<file path="src/rtl/sysctl_pkg.sv">
package sysctl_pkg;
    localparam int WORD_W      = 32;
    localparam int BE_W        = WORD_W / 8;
    localparam int IX_GPIO_IN  = 0;
    localparam int IX_GPIO_OUT = 1;
    localparam int IX_IRQ_EN   = 2;
    localparam int IX_CFG      = 16;
    localparam int IX_SCRATCH  = 20;
    localparam int IX_LOCK     = 21;
    localparam int IX_FREQ     = 29;
    localparam int IX_CAPS     = 30;
    localparam int IX_SYSID    = 31;
    localparam int TMR_FIRST   = 4;
    localparam int TMR_STRIDE  = 4;
    localparam int TMR_FIELDS  = 3;
    localparam logic [15:0]       SHUTDOWN_CODE = 16'h000E;
    localparam logic [WORD_W-1:0] CFG_READY     = 32'h0000_0001;

    typedef struct packed {
        logic [WORD_W-1:0] gpio_out;
        logic [WORD_W-1:0] irq_en;
        logic [WORD_W-1:0] scratch;
        logic              lock;
        logic [WORD_W-1:0] rdata;
        logic              rvalid;
        logic              shut;
        logic              rreq;
        logic              err;
    } ctl_state_t;
endpackage

</file>
<file path="src/rtl/sysctl_decode.sv">
module sysctl_decode
    import sysctl_pkg::*;
#(
    parameter int ADDR_W     = 8,
    parameter int NUM_TIMERS = 2,
    localparam int IDX_W     = ADDR_W - 2
) (
    input  logic              req_valid,
    input  logic              req_write,
    input  logic [ADDR_W-1:0] req_addr,
    input  logic [BE_W-1:0]   req_be,
    output logic [IDX_W-1:0]  idx,
    output logic              wr_ok,
    output logic              rd_ok,
    output logic              mapped
);
    logic acc_ok;
    logic unused_lo;

    assign unused_lo = ^req_addr[1:0];
    assign idx       = req_addr[ADDR_W-1:2];
    assign acc_ok    = req_valid && (&req_be);
    assign wr_ok     = acc_ok && req_write;
    assign rd_ok     = acc_ok && !req_write;

    always_comb begin
        case (int'(idx))
            IX_GPIO_IN, IX_GPIO_OUT, IX_IRQ_EN, IX_CFG, IX_SCRATCH,
            IX_LOCK, IX_FREQ, IX_CAPS, IX_SYSID: mapped = 1'b1;
            default: mapped = 1'b0;
        endcase
        for (int t = 0; t < NUM_TIMERS; t++) begin
            for (int k = 0; k < TMR_FIELDS; k++) begin
                if (int'(idx) == TMR_FIRST + t * TMR_STRIDE + k) mapped = 1'b1;
            end
        end
    end
endmodule

</file>
<file path="src/rtl/sysctl_timer_bank.sv">
module sysctl_timer_bank
    import sysctl_pkg::*;
#(
    parameter int IDX_W = 6,
    parameter int BASE  = 4
) (
    input  logic              clk,
    input  logic              rst_n,
    input  logic              wr_ok,
    input  logic [IDX_W-1:0]  idx,
    input  logic [WORD_W-1:0] wdata,
    output logic [WORD_W-1:0] ctrl,
    output logic [WORD_W-1:0] cmp,
    output logic [WORD_W-1:0] cnt,
    output logic [WORD_W-1:0] rd_val
);
    logic [TMR_FIELDS-1:0][WORD_W-1:0] fld_d, fld_q;

    always_comb begin
        fld_d  = fld_q;
        rd_val = '0;
        for (int k = 0; k < TMR_FIELDS; k++) begin
            if (int'(idx) == BASE + k) begin
                rd_val = fld_q[k];
                if (wr_ok) fld_d[k] = wdata;
            end
        end
    end

    always_ff @(posedge clk or negedge rst_n) begin
        if (!rst_n) fld_q <= '0;
        else        fld_q <= fld_d;
    end

    assign ctrl = fld_q[0];
    assign cmp  = fld_q[1];
    assign cnt  = fld_q[2];

    AST_TMR_HOLD: assert property (@(posedge clk) disable iff (!rst_n)
        !wr_ok |=> $stable(fld_q));
endmodule

</file>
<file path="src/rtl/sysctl_regs.sv">
module sysctl_regs
    import sysctl_pkg::*;
#(
    parameter int                ADDR_W     = 8,
    parameter int                NUM_TIMERS = 2,
    parameter logic [WORD_W-1:0] STRAP_VAL  = 32'h0000_0001,
    parameter logic [WORD_W-1:0] CLK_HZ     = 32'd80_000_000,
    parameter logic [WORD_W-1:0] CAPS_VAL   = 32'h0000_0000,
    parameter logic [WORD_W-1:0] SYS_ID     = 32'h1001_4D31
) (
    input  logic                         clk,
    input  logic                         rst_n,
    input  logic                         req_valid,
    input  logic                         req_write,
    input  logic [ADDR_W-1:0]            req_addr,
    input  logic [3:0]                   req_be,
    input  logic [31:0]                  req_wdata,
    output logic [31:0]                  rd_data,
    output logic                         rd_valid,
    output logic [31:0]                  gpio_out,
    output logic [31:0]                  gpio_irq_en,
    output logic [32*NUM_TIMERS-1:0]     tmr_ctrl,
    output logic [32*NUM_TIMERS-1:0]     tmr_compare,
    output logic [32*NUM_TIMERS-1:0]     tmr_count,
    output logic                         shutdown_req,
    output logic                         reset_req,
    output logic                         acc_err
);
    localparam int IDX_W = ADDR_W - 2;

    logic [IDX_W-1:0]  idx;
    logic              wr_ok, rd_ok, mapped;
    logic [WORD_W-1:0] tmr_rd [NUM_TIMERS];
    logic [WORD_W-1:0] tmr_rd_any;
    logic [WORD_W-1:0] rd_mux;
    ctl_state_t        st_d, st_q;

    sysctl_decode #(.ADDR_W(ADDR_W), .NUM_TIMERS(NUM_TIMERS)) u_dec (
        .req_valid (req_valid),
        .req_write (req_write),
        .req_addr  (req_addr),
        .req_be    (req_be),
        .idx       (idx),
        .wr_ok     (wr_ok),
        .rd_ok     (rd_ok),
        .mapped    (mapped)
    );

    for (genvar t = 0; t < NUM_TIMERS; t++) begin : g_tmr
        sysctl_timer_bank #(.IDX_W(IDX_W), .BASE(TMR_FIRST + t * TMR_STRIDE)) u_bank (
            .clk    (clk),
            .rst_n  (rst_n),
            .wr_ok  (wr_ok),
            .idx    (idx),
            .wdata  (req_wdata),
            .ctrl   (tmr_ctrl[t*WORD_W +: WORD_W]),
            .cmp    (tmr_compare[t*WORD_W +: WORD_W]),
            .cnt    (tmr_count[t*WORD_W +: WORD_W]),
            .rd_val (tmr_rd[t])
        );
    end

    always_comb begin
        tmr_rd_any = '0;
        for (int t = 0; t < NUM_TIMERS; t++) tmr_rd_any = tmr_rd_any | tmr_rd[t];
    end

    always_comb begin
        case (int'(idx))
            IX_GPIO_IN:  rd_mux = STRAP_VAL;
            IX_GPIO_OUT: rd_mux = st_q.gpio_out;
            IX_IRQ_EN:   rd_mux = st_q.irq_en;
            IX_CFG:      rd_mux = CFG_READY;
            IX_SCRATCH:  rd_mux = st_q.scratch;
            IX_LOCK:     rd_mux = {{(WORD_W-1){1'b0}}, st_q.lock};
            IX_FREQ:     rd_mux = CLK_HZ;
            IX_CAPS:     rd_mux = CAPS_VAL;
            IX_SYSID:    rd_mux = SYS_ID;
            default:     rd_mux = tmr_rd_any;
        endcase
    end

    always_comb begin
        st_d        = st_q;
        st_d.rvalid = 1'b0;
        st_d.rdata  = '0;
        st_d.shut   = 1'b0;
        st_d.rreq   = 1'b0;
        st_d.err    = 1'b0;
        if (rd_ok) begin
            st_d.rvalid = 1'b1;
            st_d.rdata  = mapped ? rd_mux : '0;
            st_d.err    = !mapped;
        end
        if (wr_ok) begin
            st_d.err = !mapped;
            case (int'(idx))
                IX_GPIO_OUT: st_d.gpio_out = req_wdata;
                IX_IRQ_EN:   st_d.irq_en   = req_wdata;
                IX_SCRATCH:  st_d.scratch  = req_wdata;
                IX_LOCK:     st_d.lock     = 1'b1;
                IX_CFG:      st_d.shut     = (req_wdata[15:0] == SHUTDOWN_CODE);
                IX_SYSID:    st_d.rreq     = 1'b1;
                default: ;
            endcase
        end
    end

    always_ff @(posedge clk or negedge rst_n) begin
        if (!rst_n) st_q <= '0;
        else        st_q <= st_d;
    end

    assign rd_data      = st_q.rdata;
    assign rd_valid     = st_q.rvalid;
    assign gpio_out     = st_q.gpio_out;
    assign gpio_irq_en  = st_q.irq_en;
    assign shutdown_req = st_q.shut;
    assign reset_req    = st_q.rreq;
    assign acc_err      = st_q.err;

    AST_LOCK_STICKY: assert property (@(posedge clk) disable iff (!rst_n)
        st_q.lock |=> st_q.lock);
    AST_RD_AFTER_REQ: assert property (@(posedge clk) disable iff (!rst_n)
        rd_valid |-> $past(req_valid && !req_write && (&req_be)));
    AST_NO_RD_IDLE: assert property (@(posedge clk) disable iff (!rst_n)
        !rd_valid |-> (rd_data == '0));
    AST_PARTIAL_QUIET: assert property (@(posedge clk) disable iff (!rst_n)
        (req_valid && !(&req_be)) |=> (!rd_valid && !acc_err && !shutdown_req && !reset_req));
    AST_SHUT_CAUSE: assert property (@(posedge clk) disable iff (!rst_n)
        shutdown_req |-> $past(req_valid && req_write && (&req_be) && (req_wdata[15:0] == SHUTDOWN_CODE)));
    AST_RREQ_CAUSE: assert property (@(posedge clk) disable iff (!rst_n)
        reset_req |-> $past(req_valid && req_write && (&req_be)));
    AST_ERR_ZERO: assert property (@(posedge clk) disable iff (!rst_n)
        (acc_err && rd_valid) |-> (rd_data == '0));
endmodule

</file>
<file path="config.mk">
export PLATFORM = sky130hd
export DESIGN_NAME = sysctl_regs
export DESIGN_NICKNAME = d
export VERILOG_FILES = /design/src/rtl/sysctl_pkg.sv /design/src/rtl/sysctl_decode.sv /design/src/rtl/sysctl_timer_bank.sv /design/src/rtl/sysctl_regs.sv
export SDC_FILE = /design/constraint.sdc
export NUM_CORES = 1
export LEC_CHECK = 0
export CAP_MARGIN = 20
export CORE_MARGIN = 2
export CORE_UTILIZATION = 35
export DETAILED_ROUTE_END_ITERATION = 6
export GPL_TIMING_DRIVEN = 0
export PLACE_DENSITY = 0.71
export SETUP_SLACK_MARGIN = 0.1
export SYNTH_ARGS = -nofsm -noshare
export SYNTH_HDL_FRONTEND = slang
export SYNTH_SLANG_ARGS = --single-unit
export TNS_END_PERCENT = 100
</file>
<file path="constraint.sdc">
create_clock -name clk -period 3.14 [get_ports clk]
set_clock_uncertainty 0.05 [all_clocks]
set_input_delay 0.471 -clock clk [delete_from_list [all_inputs] [get_ports clk]]
set_output_delay 0.471 -clock clk [all_outputs]
set_load 0.03 [all_outputs]
</file>
# Yosys cells after proc, flatten, opt, wreduce, memory -nomap -nowiden
# Memories as Yosys holds them, arrays and structs flattened.
# Cells that the tools add are included.
# totals
regBits	325
mem_bits_ro	32
in_bits	48
out_inout_bits	292
memories	1
# memory_table
name	words	word_bits	rd	rd_clocked_by_memory_dff	write_ports	line	source
(no name shown)	32	1	1	0	0	sysctl_decode.sv:27	case (int'(idx))
# op_classes
n_eq_ne	15
mux	20
bitwise	1
n_reduce_logical	18
# ops
operator	n
case mux 32 bit (8 select lines)	1
2-to-1 mux 32 bit	7
equality test 6 x 5 -> 1 bit, second input constant	9
2-to-1 mux 33 bit	1
bitwise OR 32 bit	1
AND reduction 2 bit	10
equality test 6 x 4 -> 1 bit, second input constant	3
equality test 16 x 4 -> 1 bit, second input constant	1
2-to-1 mux 1 bit	10
equality test 6 x 1 -> 1 bit, second input constant	1
equality test 6 x 2 -> 1 bit, second input constant	1
logical NOT 6 bit	1
AND reduction 4 bit	1
logical AND 1 bit	3
2-to-1 mux 3 bit	1
logical NOT 1 bit	2
OR reduction 2 bit	1

# Longest topological paths before layout
# Gate-level depths: netlist of the first run.
# An unclocked memory read counts as a cell.
# depth
ltp_word	11
mapped_depth	7
ltp_nobuf	4

# Cells and area by module
# A second synthesis of the first run with hierarchy kept.
# hier_totals
cells_unflattened	1252
area_unflattened_um2	16179.3
# modules_own_cells
mod	n_inst	cells_each	area_per_inst_um2
sysctl_timer_bank	2	353	4600.7
sysctl_regs	1	531	6855.3
sysctl_decode	1	15	122.6

# Least setup slack after synthesis of the first run
# No wires, ideal clock.
# synth_path
path_type	input to register
from	input port req_addr[6]
to	register g_tmr[1].u_bank.fld_q (netlist bit g_tmr[1].u_bank.cmp[16])
setup_time_ns	0.125
arrival_ns	2.041
required_time_ns	2.965
path_slack_ns	0.924
stages	5
path_buffers	2
cell_sequence	buf_2 or4b_4 nor3_4 buf_6 mux2_2
# synth_between
elab_chain_cells	2
# synth_rtl
item	line	source
start, declared	sysctl_regs.sv:15	input logic [ADDR_W-1:0] req_addr,
equality test 6 x 5 -> 1 bit	sysctl_timer_bank.sv:23	if (int'(idx) == BASE + k) begin
AND reduction 2 bit (no line)	--	
end signal, assigned	sysctl_timer_bank.sv:32	else fld_q <= fld_d;
end, declared	sysctl_timer_bank.sv:17	logic [TMR_FIELDS-1:0][WORD_W-1:0] fld_d, fld_q;
# Every way passes these cells.
# A chain may end at the register's enable or synchronous reset.

==> results of run 1 <==
## routing by layer
metal | vias to the layer above | global-route usage | wire, um
met4 | 0 | 0.0769 | 1600
met2 | 464 | 0.383 | 25400
li1 | 4818 | - | -
met1 | 5834 | 0.324 | 23600
met5 | - | 0 | 0
met3 | 84 | 0.0651 | 4280
## layout by cell type, fill, tap and decap left out, types with 3 or more instances in the layout
master	Yosys	final
a211oi_1	3	3
a21oi_1	3	3
a221oi_1	19	19
a22o_1	15	15
a22oi_1	91	91
a41oi_1	17	17
buf_1	19	20
buf_2	38	39
buf_4	102	102
buf_6	10	10
bufinv_16	0	3
clkbuf_1	18	22
clkbuf_16	0	39
clkbuf_8	0	5
clkdlybuf4s50_1	0	320
clkinv_2	0	7
dfrtp_1	325	325
mux2_1	15	15
mux2_2	290	290
mux2i_1	31	31
nand2_1	5	5
nand2b_1	4	4
nand3b_1	20	20
nand4_1	3	3
nor2_1	9	9
nor2_2	4	4
nor2b_1	4	4
nor3_1	4	4
nor3_2	3	3
nor3_4	5	5
nor4_1	4	4
o21ai_0	17	17
o2bb2ai_1	15	15
## power by group through the flow
stage,registers (mW),clock network [mW],logic (mW)
floorplan,4.36,0,0.185
global placement,4.33,0,0.529
detailed placement,4.32,0,0.548
CTS,4.24,4.49,0.550
global route,4.25,4.67,0.584
finish,4.25,4.39,0.547
## kinds of logic after synthesis
group / count (synthesis) / synth area share
AO/OA/AOI/OAI: 188 / 0.0953
buffers and inverters: 188 / 0.0797
multiplexers: 336 / 0.246
flip-flops: 325 / 0.535
AND/OR/NAND/NOR: 86 / 0.0433
## area by class of cell
type                            instances  area (um2)
Tap cell                              585         732
Timing Repair Buffer                  326        3300
Clock inverter                         14         159
Clock buffer                           50        1070
Inverter                                1        3.75
Multi-Input combinational cell        610        5850
Fill cell                            3867       22500
Sequential cell                       325        8130
Buffer                                187        1210
## worst max-delay path by stage
stage / end / slack [ns] / depth (start not counted)
6_report: rd_data[9]$_DFF_PN0_ / 0.11 / 7
5_1_grt: rd_data[25]$_DFF_PN0_ / 0.11 / 7
4_1_cts: rd_data[25]$_DFF_PN0_ / 0.18 / 8
3_5_place_dp: rd_data[25]$_DFF_PN0_ / -0.38 / 8
3_3_place_gp: g_tmr[1].u_bank.cnt[14]$_DFFE_PN0P_ / -12.58 / 1
2_1_floorplan: g_tmr[1].u_bank.cmp[16]$_DFFE_PN0P_ / 0.92 / 5
## timing repair
action | in CTS | in global routing
endpoints found under the hold margin | 96 | 0
hold buffers | 1 | 0
endpoints found under the setup margin | 0 | 9
resized for setup | 0 | 4
## registers in the layout, summed over array words and instances (netlist names)
name               count
g_tmr.u_bank.cnt      64
acc_err                1
gpio_out              32
st_q                  33
g_tmr.u_bank.ctrl     64
reset_req              1
gpio_irq_en           32
shutdown_req           1
rd_valid               1
rd_data               32
g_tmr.u_bank.cmp      64
## stage by stage
| stage | TNS [ns] | hold WS, ns | instance area [um2] | util | setup WS, ns |
|---|---|---|---|---|---|
| global placement | -4099.35 | 0.387 | 19100 | 0.445 | -12.58 |
| floorplan | 0 | 0.125 | 15200 | - | 0.924 |
| detailed placement | -18.86 | 0.396 | 19200 | 0.447 | -0.378 |
| CTS | 0 | 0.340 | 20500 | 0.476 | 0.181 |
| global route | 0 | 0.397 | 20500 | 0.476 | 0.107 |
| finish | 0 | 0.372 | 20500 | 0.476 | 0.112 |
==> metrics, run 1 <==
Total Routing Usage GR=0.242; CP required=3.54 ns; count of cell types in the netlist=53; max incr delay on CP=0.61 ns; die width=~210 um; ratio of cells with drive above 1 in the final layout=0.348; antenna violations before repair=0; max-slew violation count=0; Buf+Inv Stages, Crit Path=3; Via density=approximately 5.3; drc violations=0; launching point of the worst reg2reg path=st_q[37]$_DFFE_PN0P_; Synthesized Nets=1171; number of warnings issued by yosys=0; Slew HR=0.378; Setup CP Type=input pin to flip-flop; WL/cell=26.1 um; unrepaired setup endpoints after global routing=false; Post-synth top cells=dfrtp_1, mux2_2, buf_4; Peak supply drop=396 uV; Register-to-Register Path Depth=4; period utilization=0.964; Area Overhead vs Synth=34.6%; die area=0.0451 mm2; Synth top area share=0.535; worst-path cell chain=clkdlybuf4s50_1, nor4b_4, and2_0, buf_1, buf_2, a22oi_1, a41oi_1; Flop pwr share=0.462; Routability Congestion=0.853; Max stage delay cell, worst path=clkdlybuf4s50_1; site row count=76; router iterations before antenna repair=6; clock latency on the worst-skew pair=0.54 ns; f_max=around 330 MHz; clock share of power=0.478; Worst Max-Slew Pin Slew=roughly 0.93 ns; PortBufs=321; sequential share of the synthesized area=0.535; Mapped Cells=~1.1k; post-DP HPWL=roughly 39000 um; Clock Tree Root=clkbuf_16; Tmin final=3.03 ns; final net count=1536; max cap viols=0; Post-synth EDFFs=0; crit-path max FO=10; CTS max path bufs=3; fin cells=between 2k and 2.5k; Pleak=9.30 nW; via count=11.2k; H-Tree Level Count=2; largest net degree at the start of global routing=121; prevailing post-synth register cell=dfrtp_1; Async SR Flop Fraction=1.00; post-synthesis register bit count=325; WHS Path Cells=2; TritonCTS clock tree=built; Final setup viols=0; Die Y=about 210 um; Power Total=9.18 mW; worst reg-to-reg setup slack=1.56 ns; outcome=completed; Logic pwr share=0.060; post-synth top area cell=dfrtp_1; first-pass GRT wire length=78900 um; Mapped Avg Cell Area=13.5 um2; io pins=340; Crit. End Element=flip-flop; CTS clock-pin slew for the worst setup and hold paths=0.06 ns; critical path startpoint=req_addr[4]; Setup Buffers After CTS=0; reg-to-reg critical path endpoint=rd_data[0]$_DFF_PN0_; worst hold path class=input pin to flip-flop; count leader, synth=dfrtp_1; CTS buffer count=37; Iteration-0 DRC Markers=668; HP Start=req_wdata[12]; WL final=54900 um; initial core utilization=0.354; vias in the first global route=between 10k and 15k; post-route antenna net violation count=0; Startpoint Class=input pin; Sink Count=between 300 and 400; Top Family by Delay on Critical Path=buffers and inverters; Worst Path Arrival=3.42 ns; NetSw=around 2.2 mW; pwr/cell area=449 mW/mm2; WHS Endpoint=st_q[49]$_DFFE_PN0P_; placed cell count=approximately 2.0k; Pint=about 7.0 mW; largest cells by area after synthesis=dfrtp_1, mux2_2, buf_4, a22oi_1, mux2i_1; Sw Share=0.235; Core Region=0.0430 mm2; final count of hold timing violations=0; total congestion overflow=0; mapped cell area=0.0152 mm2; Antenna Cells=0
No activity file was read; power rests on OpenSTA's default activity.
==> run 2: changes to the inputs <==
CORE_UTILIZATION = 55   (was 35)
PLACE_DENSITY = 0.95   (was 0.71)
==> metrics, run 2 (same netlist as run 1, synthesis figures left out) <==
Slew HR=0.424 (+0.0453); Die Y=170 um (-20%); initial core utilization=0.562 (+0.209); Top Family by Delay on Critical Path=buffers and inverters; CP required=3.48 ns (-0.06 ns); Power Total=8.78 mW (-4.4%); Final setup viols=0 (unchanged); placed cell count=1789 (-12%); WL/cell=27.9 um (+6.9%); die width=170 um (-20%); Routability Congestion=0.919 (+7.7%); first-pass GRT wire length=77000 um (-2.3%); largest net degree at the start of global routing=91 (-25%); CTS max path bufs=3 (unchanged); fin cells=1852 (-12%); Iteration-0 DRC Markers=1273 (+91%); Setup Buffers After CTS=0 (unchanged); PortBufs=321 (unchanged); max-slew violation count=0 (unchanged); max incr delay on CP=0.71 ns (+0.10 ns); unrepaired setup endpoints after global routing=false; Via density=6.42 (+20%); setup slack after layout=0.264 ns (+0.152 ns); crit-path max FO=10 (unchanged); Antenna Cells=0 (unchanged); Worst Path Arrival=3.21 ns (-0.21 ns); router iterations before antenna repair=7 (+1); f_max=348 MHz (+5.3%); post-DP HPWL=35000 um (-9.1%); Buf+Inv Stages, Crit Path=4 (+1); Max stage delay cell, worst path=nor4b_2; post-route antenna net violation count=0 (unchanged); worst slack at placement=-0.236 ns (+0.142 ns); via count=11.9k (+6.2%); commonest non-fill, non-tap cell in the layout=dfrtp_1; vias in the first global route=12.3k (+6.2%); WL final=51700 um (-5.7%); Area Overhead vs Synth=32.0%; die area=0.0290 mm2 (-36%); Hold Worst Slack=0.422 ns (+0.0502 ns); period utilization=0.916 (-0.0484); Peak supply drop=461 uV (+16%); Worst Max-Slew Pin Slew=0.865 ns (-0.0680 ns); Core Region=0.0270 mm2 (-37%); worst-path cell chain=clkdlybuf4s50_1, buf_2, buf_1, nor4b_2, buf_2, a22oi_1, a221oi_1; site row count=60 (-21%); Tmin final=2.88 ns (-0.152 ns); Clock Tree Root=clkbuf_16; Sink Count=325 (unchanged); worst hold path class=input pin to flip-flop; outcome=finished with violations; total congestion overflow=0 (unchanged); final net count=1535 (-0.065%); antenna violations before repair=0 (unchanged); pwr/cell area=438 mW/mm2 (-2.5%); cell mode on critical path=buf_2; fillers=1699 (-56%); H-Tree Level Count=2 (unchanged); ratio of cells with drive above 1 in the final layout=0.347 (-0.000863); Total Routing Usage GR=0.358 (+0.116); TritonCTS clock tree=built; drc violations=1 (+1); Setup CP Type=input pin to flip-flop; failing checks=design-rule violations; Startpoint Class=input pin; Pleak=9.26 nW (-0.50%); final count of hold timing violations=0 (unchanged); CTS buffer count=35 (-5.4%); CTS clock-pin slew for the worst setup and hold paths=0.06 ns (about the same); io pins=340 (unchanged); Crit. End Element=flip-flop; clock latency on the worst-skew pair=0.52 ns (-0.02 ns); max cap viols=0 (unchanged); highest-count cells in the layout ignoring fill and taps=dfrtp_1, clkdlybuf4s50_1, mux2_2, buf_4, a22oi_1
## run 2: cell types whose count changed in the layout (fill, tap and decap cells not counted), sizes merged
| cell | previous run | this run |
|---|---|---|
| clkinv | 9 | 6 |
| inv | 2 | 4 |
| bufinv | 3 | 0 |
| clkbuf | 67 | 69 |
## run 2: path summary, 6_finish.rpt
path	start	endpoint	slack [ns]	depth (start not counted)
hold reg to reg	st_q[36]$_DFFE_PN0P_	st_q[36]$_DFFE_PN0P_	0.43	1
setup reg to reg	g_tmr[0].u_bank.ctrl[0]$_DFFE_PN0P_	rd_data[0]$_DFF_PN0_	1.65	4
hold / removal	req_wdata[12]	st_q[49]$_DFFE_PN0P_	0.42	2
min in group asynchronous	rst_n	acc_err$_DFF_PN0_	0.45	2
max in group asynchronous	rst_n	rd_data[27]$_DFF_PN0_	1.74	3
setup / recovery	req_addr[4]	rd_data[11]$_DFF_PN0_	0.26	7
## run 2: timing repair
item	CTS	global route
hold endpoints to repair	64	0
resized for setup	0	2
hold buffers	1	0
endpoints found under the setup margin	0	2
## run 2: where the power goes
| group | total (mW) | leakage [nW] | switching (mW) | internal (mW) |
|---|---|---|---|---|
| sequential | 4.25 | 4.54 | 0.0272 | 4.22 |
| clock | 3.99 | 0.547 | 1.69 | 2.30 |
| combinational | 0.546 | 4.17 | 0.370 | 0.176 |
## run 2: layout make-up
cell class / count / area (um2) / area share
sequential: 325 / 8130 / 0.406
buffer: 187 / 1210 / 0.0603
clock buffer: 51 / 1040 / 0.0517
tap: 341 / 427 / 0.0213
multi-input combinational: 610 / 5850 / 0.292
timing repair buffer: 327 / 3330 / 0.166
inverter: 1 / 3.75 / 0.000187
clock inverter: 10 / 63.8 / 0.00318
## run 2: per-stage QoR
| step | area, um2 | TNS (ns) | utilization |
|---|---|---|---|
| 2_1_floorplan | 15200 | 0 | - |
| 3_3_place_gp | 18800 | -3916.36 | 0.697 |
| 3_5_place_dp | 18900 | -7.08 | 0.700 |
| 4_1_cts | 20000 | 0 | 0.741 |
| 5_1_grt | 20100 | 0 | 0.742 |
| 6_report | 20100 | 0 | 0.742 |
## run 2: metal layers
metal  vias up  global-route usage  share of wire
met1      6079               0.458           0.37
met2       836               0.562           0.46
met4         0               0.195          0.054
met3       173              0.0923           0.11
met5         -                   0              0
li1       4804                   -              -
